$ cat src/rtl/can_ovld_pkg.sv
package can_ovld_pkg;
  typedef enum logic [2:0] {
    FLD_OTHER  = 3'd0,
    FLD_EOF    = 3'd1,
    FLD_IFS    = 3'd2,
    FLD_ERRDLM = 3'd3,
    FLD_OVLDLM = 3'd4
  } fld_e;

  localparam logic BUS_DOM = 1'b0;
endpackage

$ cat src/rtl/can_ovld_pos_decode.sv
module can_ovld_pos_decode
  import can_ovld_pkg::*;
#(
  parameter int IDX_W     = 4,
  parameter int IFS_EARLY = 2,
  parameter int EOF_LAST  = 6,
  parameter int DLM_LAST  = 7
) (
  input  logic [2:0]       field_code,
  input  logic [IDX_W-1:0] bit_idx,
  output logic             at_ifs_early,
  output logic             at_eof_last,
  output logic             at_dlm_last
);
  localparam logic [IDX_W-1:0] EOF_IDX = IDX_W'(EOF_LAST);
  localparam logic [IDX_W-1:0] DLM_IDX = IDX_W'(DLM_LAST);

  logic [IFS_EARLY-1:0] ifs_hit;

  // one comparator per early intermission position
  for (genvar g = 0; g < IFS_EARLY; g++) begin : g_ifs
    assign ifs_hit[g] = (bit_idx == IDX_W'(g));
  end

  always_comb begin
    at_ifs_early = (field_code == FLD_IFS) && (|ifs_hit);
    at_eof_last  = (field_code == FLD_EOF) && (bit_idx == EOF_IDX);
    at_dlm_last  = ((field_code == FLD_ERRDLM) || (field_code == FLD_OVLDLM))
                   && (bit_idx == DLM_IDX);
  end
endmodule

$ cat src/rtl/can_ovld_qualify.sv
module can_ovld_qualify
  import can_ovld_pkg::*;
(
  input  logic bit_vld,
  input  logic bit_val,
  input  logic node_rx,
  input  logic at_ifs_early,
  input  logic at_eof_last,
  input  logic at_dlm_last,
  output logic cond_hit
);
  logic dom;
  logic pos_ok;

  always_comb begin
    dom      = (bit_val == BUS_DOM);
    // end-of-frame position counts only for a receiver
    pos_ok   = at_ifs_early || at_dlm_last || (at_eof_last && node_rx);
    cond_hit = bit_vld && dom && pos_ok;
  end
endmodule

$ cat src/rtl/can_ovld_pulse.sv
module can_ovld_pulse (
  input  logic clk,
  input  logic rst,
  input  logic bit_vld,
  input  logic bit_val,
  input  logic cond_hit,
  output logic req
);
  always_ff @(posedge clk) begin
    if (rst) req <= 1'b0;
    else     req <= cond_hit;
  end

  assert_reset_clears_R1: assert property (@(posedge clk) rst |=> !req);
  assert_needs_strobe_R9: assert property (@(posedge clk) disable iff (rst)
    req |-> $past(bit_vld));
  assert_recessive_quiet_R8: assert property (@(posedge clk) disable iff (rst)
    req |-> !$past(bit_val));
  assert_single_cycle_R10: assert property (@(posedge clk) disable iff (rst)
    (req && !bit_vld) |=> !req);
endmodule

$ cat src/rtl/can_ovld_detect.sv
module can_ovld_detect
  import can_ovld_pkg::*;
#(
  parameter int IDX_W     = 4,
  parameter int IFS_EARLY = 2,
  parameter int EOF_LAST  = 6,
  parameter int DLM_LAST  = 7
) (
  input  logic             clk,
  input  logic             rst,
  input  logic             bit_vld,
  input  logic             bit_val,
  input  logic [2:0]       field_code,
  input  logic [IDX_W-1:0] bit_idx,
  input  logic             node_rx,
  output logic             ovld_req
);
  logic at_ifs_early, at_eof_last, at_dlm_last, cond_hit;

  can_ovld_pos_decode #(
    .IDX_W(IDX_W), .IFS_EARLY(IFS_EARLY), .EOF_LAST(EOF_LAST), .DLM_LAST(DLM_LAST)
  ) u_pos (
    .field_code(field_code), .bit_idx(bit_idx),
    .at_ifs_early(at_ifs_early), .at_eof_last(at_eof_last), .at_dlm_last(at_dlm_last)
  );

  can_ovld_qualify u_qual (
    .bit_vld(bit_vld), .bit_val(bit_val), .node_rx(node_rx),
    .at_ifs_early(at_ifs_early), .at_eof_last(at_eof_last), .at_dlm_last(at_dlm_last),
    .cond_hit(cond_hit)
  );

  can_ovld_pulse u_pulse (
    .clk(clk), .rst(rst), .bit_vld(bit_vld), .bit_val(bit_val),
    .cond_hit(cond_hit), .req(ovld_req)
  );

  assert_sof_not_overload_R3: assert property (@(posedge clk) disable iff (rst)
    ovld_req |-> !($past(field_code) == FLD_IFS && $past(bit_idx) >= IDX_W'(IFS_EARLY)));
  assert_eof_tx_quiet_R5: assert property (@(posedge clk) disable iff (rst)
    ovld_req |-> !($past(field_code) == FLD_EOF && !$past(node_rx)));
  assert_inert_fields_R8: assert property (@(posedge clk) disable iff (rst)
    ovld_req |-> ($past(field_code) inside {FLD_EOF, FLD_IFS, FLD_ERRDLM, FLD_OVLDLM}));
endmodule

$ cat config.mk
export PLATFORM = sky130hd
export DESIGN_NAME = can_ovld_detect
export DESIGN_NICKNAME = d
export VERILOG_FILES = /design/src/rtl/can_ovld_pkg.sv /design/src/rtl/can_ovld_pos_decode.sv /design/src/rtl/can_ovld_qualify.sv /design/src/rtl/can_ovld_pulse.sv /design/src/rtl/can_ovld_detect.sv
export SDC_FILE = /design/constraint.sdc
export NUM_CORES = 1
export LEC_CHECK = 0
export ABC_AREA = 1
export CAP_MARGIN = 5
export CORE_AREA = 2 2 39 41
export CTS_CLUSTER_DIAMETER = 120
export CTS_CLUSTER_SIZE = 14
export DETAILED_ROUTE_END_ITERATION = 6
export DIE_AREA = 0 0 41 43
export PLACE_DENSITY_LB_ADDON = 0.1
export SYNTH_ARGS = -nofsm -noshare
export SYNTH_HDL_FRONTEND = slang
export SYNTH_HIERARCHICAL = 1
export SYNTH_SLANG_ARGS = --single-unit
$ cat constraint.sdc
create_clock -name clk -period 1.7 [get_ports clk]
set_clock_uncertainty 0.2 [all_clocks]
set_input_delay 0.17 -clock clk [delete_from_list [all_inputs] [get_ports clk]]
set_output_delay 0.17 -clock clk [all_outputs]
set_load 0.01 [all_outputs]
# Yosys cells after proc, flatten, opt, wreduce, memory -nomap -nowiden
# Cells that the tools add are included.
dict set report word_totals {
  reg_bits 1
  latch_bits 0
  mem_bits_rw 0
  mem_bits_ro 0
  input_bits 12
  output_inout_bits 1
  n_memories 0
}
dict set report classes {
  add_sub_neg 0
  n_mul 0
  n_div 0
  n_lt_le_gt_ge 0
  eq_ne 7
  shift 0
  mux 0
  n_bitwise 1
  reduce_logical 11
}
# cell count
set op_table {}
lappend op_table {{$eq A4 B3 Y1 const B} 2}
lappend op_table {{$eq A3 B2 Y1 const B} 2}
lappend op_table {{$logic_and A1 B1 Y1} 6}
lappend op_table {{$eq A4 B1 Y1 const B} 1}
lappend op_table {{$logic_not A4 Y1} 1}
lappend op_table {{$eq A3 B1 Y1 const B} 1}
lappend op_table {{$eq A3 B3 Y1 const B} 1}
lappend op_table {{$logic_or A1 B1 Y1} 3}
lappend op_table {{$reduce_or A2 Y1} 1}
lappend op_table {{$not A1 Y1} 1}

# Logic depth before layout (Yosys ltp)
dict set report depth {
  ltp_word 6
  depth_mapped 8
  mapped_depth_nobuf 8
}

# Cells and area by module
# Netlist, hierarchy kept.
# mod n_inst cells_per_inst area_each_um2 seq_area_each_um2
set modules_own_cells {}
lappend modules_own_cells {can_ovld_pos_decode 1 19 80.1 0.0}
lappend modules_own_cells {can_ovld_pulse 1 3 30.0 20.0}
lappend modules_own_cells {can_ovld_qualify 1 5 20.0 0.0}

# Least setup slack after synthesis
# OpenSTA, ideal clock, no wires.
dict set report synth_timing {
  path_type {in2reg}
  from {in bit_idx[2]}
  to {reg u_pulse.req}
  setup_time_ns 0.062
  arrival_time_ns 0.700
  t_required_ns 1.438
  setup_slack_ns 0.738
  cell_stages 8
  path_buffers 0
  cell_sequence {inv_1 nor2_2 nand3_1 nor2_1 nand2_1 a21oi_1 inv_1 nor2_2}
}
# item line_no
set synth_lines {}
lappend synth_lines {{start: declaration} can_ovld_detect.sv:14} ;# input logic [IDX_W-1:0] bit_idx,
lappend synth_lines {{$eq A4 B3 Y1} can_ovld_pos_decode.sv:27} ;# at_eof_last = (field_code == FLD_EOF) && (bit_idx == EOF_IDX);
lappend synth_lines {{$logic_and A1 B1 Y1} can_ovld_pos_decode.sv:27}
lappend synth_lines {{net at_eof_last} can_ovld_detect.sv:18} ;# logic at_ifs_early, at_eof_last, at_dlm_last, cond_hit;
lappend synth_lines {{$logic_and A1 B1 Y1} can_ovld_qualify.sv:18} ;# pos_ok = at_ifs_early || at_dlm_last || (at_eof_last && node_rx);
lappend synth_lines {{$logic_or A1 B1 Y1} can_ovld_qualify.sv:18}
lappend synth_lines {{$logic_and A1 B1 Y1} can_ovld_qualify.sv:19} ;# cond_hit = bit_vld && dom && pos_ok;
lappend synth_lines {{net cond_hit} can_ovld_detect.sv:18}
lappend synth_lines {{end signal: assignment} can_ovld_pulse.sv:11} ;# else req <= cond_hit;
lappend synth_lines {{end: declaration} can_ovld_pulse.sv:7} ;# output logic req
# The timed path passes the listed nets, and every way through them passes these cells.
# A chain may end at the register's enable or synchronous reset.

# Final worst setup path
# Same ends and word-level chain as after synthesis.

==> run summary <==
The flow ran to the end, and the final reports show no timing, DRC or antenna violations. The path class of the tightest hold or removal check is in -> reg. The mapped netlist covers 130 um^2. The fraction of power spent switching nets came out at 21.9%. Global routing used 3.60% of the available tracks across all layers. Using the TritonRoute via totals, the vias-per-cell ratio works out to 3.27. The sequential area share after synthesis came out at 15.4%. The number of buffers inserted for hold repair after clock tree synthesis came out at 0. The number of global-route vias before repair came out at 121. The floorplan step defined a die boundary enclosing 0.00176 mm^2. The cell with the biggest individual delay on the critical path is sky130_fd_sc_hd__clkdlybuf4s50_1.

The maximum VDD drop came out at 0.0540 mV. Synthesis handed over a netlist of 27 instances. The count of different cell masters after synthesis is 9. For this run, the number of Yosys warnings is 6. The worst setup path is launched from a primary input. In this run the vertical extent of the chip is 43 um. The overall overflow remaining after global route came out at 0. The number of remaining DRC errors came out at 0. The most critical setup path has its startpoint at bit_idx[2]. The global-route wire length before repair is 476 um. The final sum of negative setup slack came out at 0 ns. Data on the critical path is required at its endpoint by 1.44 ns.

The number of antenna violations at the first check in global routing is 0. The delay contributed by the slowest stage of the critical path came out at 0.48 ns. After detailed routing, the wire length on met1 is 133 um.

In this run the standard cell core region covers 0.00138 mm^2. The hold violation total from the final report came to 0. Summed over all cells, the static leakage comes to 0.110 nW. The library cells used most frequently in the layout, excluding fill and tap cells, are 12 x sky130_fd_sc_hd__clkdlybuf4s50_1, 7 x sky130_fd_sc_hd__nor2_1, 6 x sky130_fd_sc_hd__nand2_1, 5 x sky130_fd_sc_hd__inv_1, 3 x sky130_fd_sc_hd__nand3_1.

In the final layout, the registers with the most flip-flops are u_pulse/req: 1 flops. Entering global routing, the biggest net connects 4 pins. The combinational group share of total power is 63.5%. Overall power consumption after layout is estimated at 0.0660 mW. The total length of routed wires came out at 337 um. The area growth from synthesis to final layout came out at 108%. The flop and latch count out of synthesis is 1. The top routing layer in use is met3. The detailed route wirelength on metal2 came out at 164 um. The initialized floorplan defines 14 standard-cell rows. The normalized max-slew margin came out at 92.0%. The register cell area after layout came out at 20.0 um^2.

The number of instances resized during post-cts repair is 0. In this run the remaining antenna-violating nets after routing total 0. The final route contains 180 vias. The clock input transition at the sequential cells of the worst setup and hold paths came out at 0 ns. The congestion estimate from routability-driven global placement came to 0.702. The number of setup buffers added after CTS is 0. The number of DRC markers in iteration 0 is 3.

Setup repair after global routing left no endpoint under its margin. The post-route clock period utilization is 90.8%. The number of standard cells in the final layout excluding fillers came out at 55. The area occupied by multi-input gates is 87.6 um^2. In this run the most critical hold path is launched from rst.

The average cell area after synthesis is 4.82 um^2. The fmax is 648 MHz. The final count of negative-setup-slack endpoints is 0. The iteration count of the initial detailed-routing pass came out at 4. The library cell used most frequently in the layout, excluding fill and tap cells, is sky130_fd_sc_hd__clkdlybuf4s50_1. STA puts the critical path data arrival time at 1.28 ns.

The starting density of the core came out at 9.40%. Sequential cells account for 36.5% of the total power. The placed instance count came out at 55. The total nets after synthesis came out at 39. The signal on the critical path passes through clkdlybuf4s50_1 -> inv_1 -> nor2_2 -> nand3_1 -> nor2_1 -> nand2_1 -> a21oi_1 -> inv_1 -> nor2_2. The total net switching power came out at 0.0144 mW. The largest fanout on the critical path came out at 2.

Max-cap violations in this run came to 0. Counting flops per register, the top entry is u_pulse/req. The proportion of layout cells with a drive suffix above 1 came out at 10.3%. The net total in the final layout is 53.

The final number of max-transition violations came out at 0. The transition time of the tightest slew-check pin is 0.119 ns. The routed length per instance is 6.13 um.

The kind of capture point of the worst setup path is a flip-flop. The I/O pin count came out at 13. The count of buffers added on input and output ports is 12. The number of fill cells in the layout came out at 157. The number of flip-flops under the largest register name came to 1. The half-perimeter wire length of the detailed placement result is 302 um. The cell-internal power is 0.0516 mW. The final period demand of the worst path came out at 1.54 ns. The number of antenna diodes in the final layout is 0. In the detailed route, the total length drawn on met3 is 39 um. The worst setup path is of the in -> reg kind. The clock share of power came out at 0%. From left edge to right edge, the die measures 41 um. Power spread over the standard cell area amounts to 244 mW/mm^2.
==> worst paths after layout <==
kind | end | cells after the start
max | u_pulse/req$_SDFF_PP0_ | 9
min | u_pulse/req$_SDFF_PP0_ | 2
==> cell families (layout without fill, tap and decap cells) <==
family,Yosys count,after routing,synth area share [%]
simple gates,19,19,63.5
buf+inv,6,18,17.3
compound gates,1,1,3.84
flops,1,1,15.4
==> area by class of cell <==
class                   instances  area share (%)
well taps                      16            7.41
repair buffers                 12            44.4
inverters                       6            8.33
multi-input cells              20            32.4
flip-flops and latches          1            7.41
==> cells in the mapped netlist <==
master                    count  area, um^2
sky130_fd_sc_hd__nor2_1       7        26.3
sky130_fd_sc_hd__nand2_1      6        22.5
sky130_fd_sc_hd__inv_1        5        18.8
sky130_fd_sc_hd__nand3_1      3        15.0
sky130_fd_sc_hd__nor2_2       2        12.5
sky130_fd_sc_hd__a21oi_1      1        5.00
sky130_fd_sc_hd__dfxtp_1      1        20.0
sky130_fd_sc_hd__inv_2        1        3.75
sky130_fd_sc_hd__nand2_2      1        6.26
==> layer usage <==
layer  vias up  global-route usage (%)
met1        67                    5.38
met2        10                    5.63
met3         0                   0.524
met5         -                       0
met4         0                       0
li1        103                       -
==> per-stage QoR <==
stage	cell area, um^2	worst slack (ns)	hold WS [ns]	utilization, %
final	270	0.157	0.522	19.5
after global routing	270	0.00529	0.559	19.5
after CTS	270	0.138	0.522	19.5
after detailed placement	270	0.142	0.515	19.5
after global placement	270	0.140	0.509	19.5
after floorplan	130	0.738	0.0369	-
==> power groups by stage <==
stage               logic (mW)  registers (mW)  clock network [mW]
detailed placement      0.0418          0.0241                   0
global route            0.0453          0.0241                   0
finish                  0.0419          0.0241                   0
CTS                     0.0421          0.0241                   0
floorplan               0.0115          0.0242                   0
global placement        0.0412          0.0241                   0
==> worst max-delay path: cells and delay by family <==
kind            cells  cell delay (ns)
buf+inv             3             0.59
simple gates        5             0.39
compound gates      1             0.13
(Power assumes the default switching activity.)
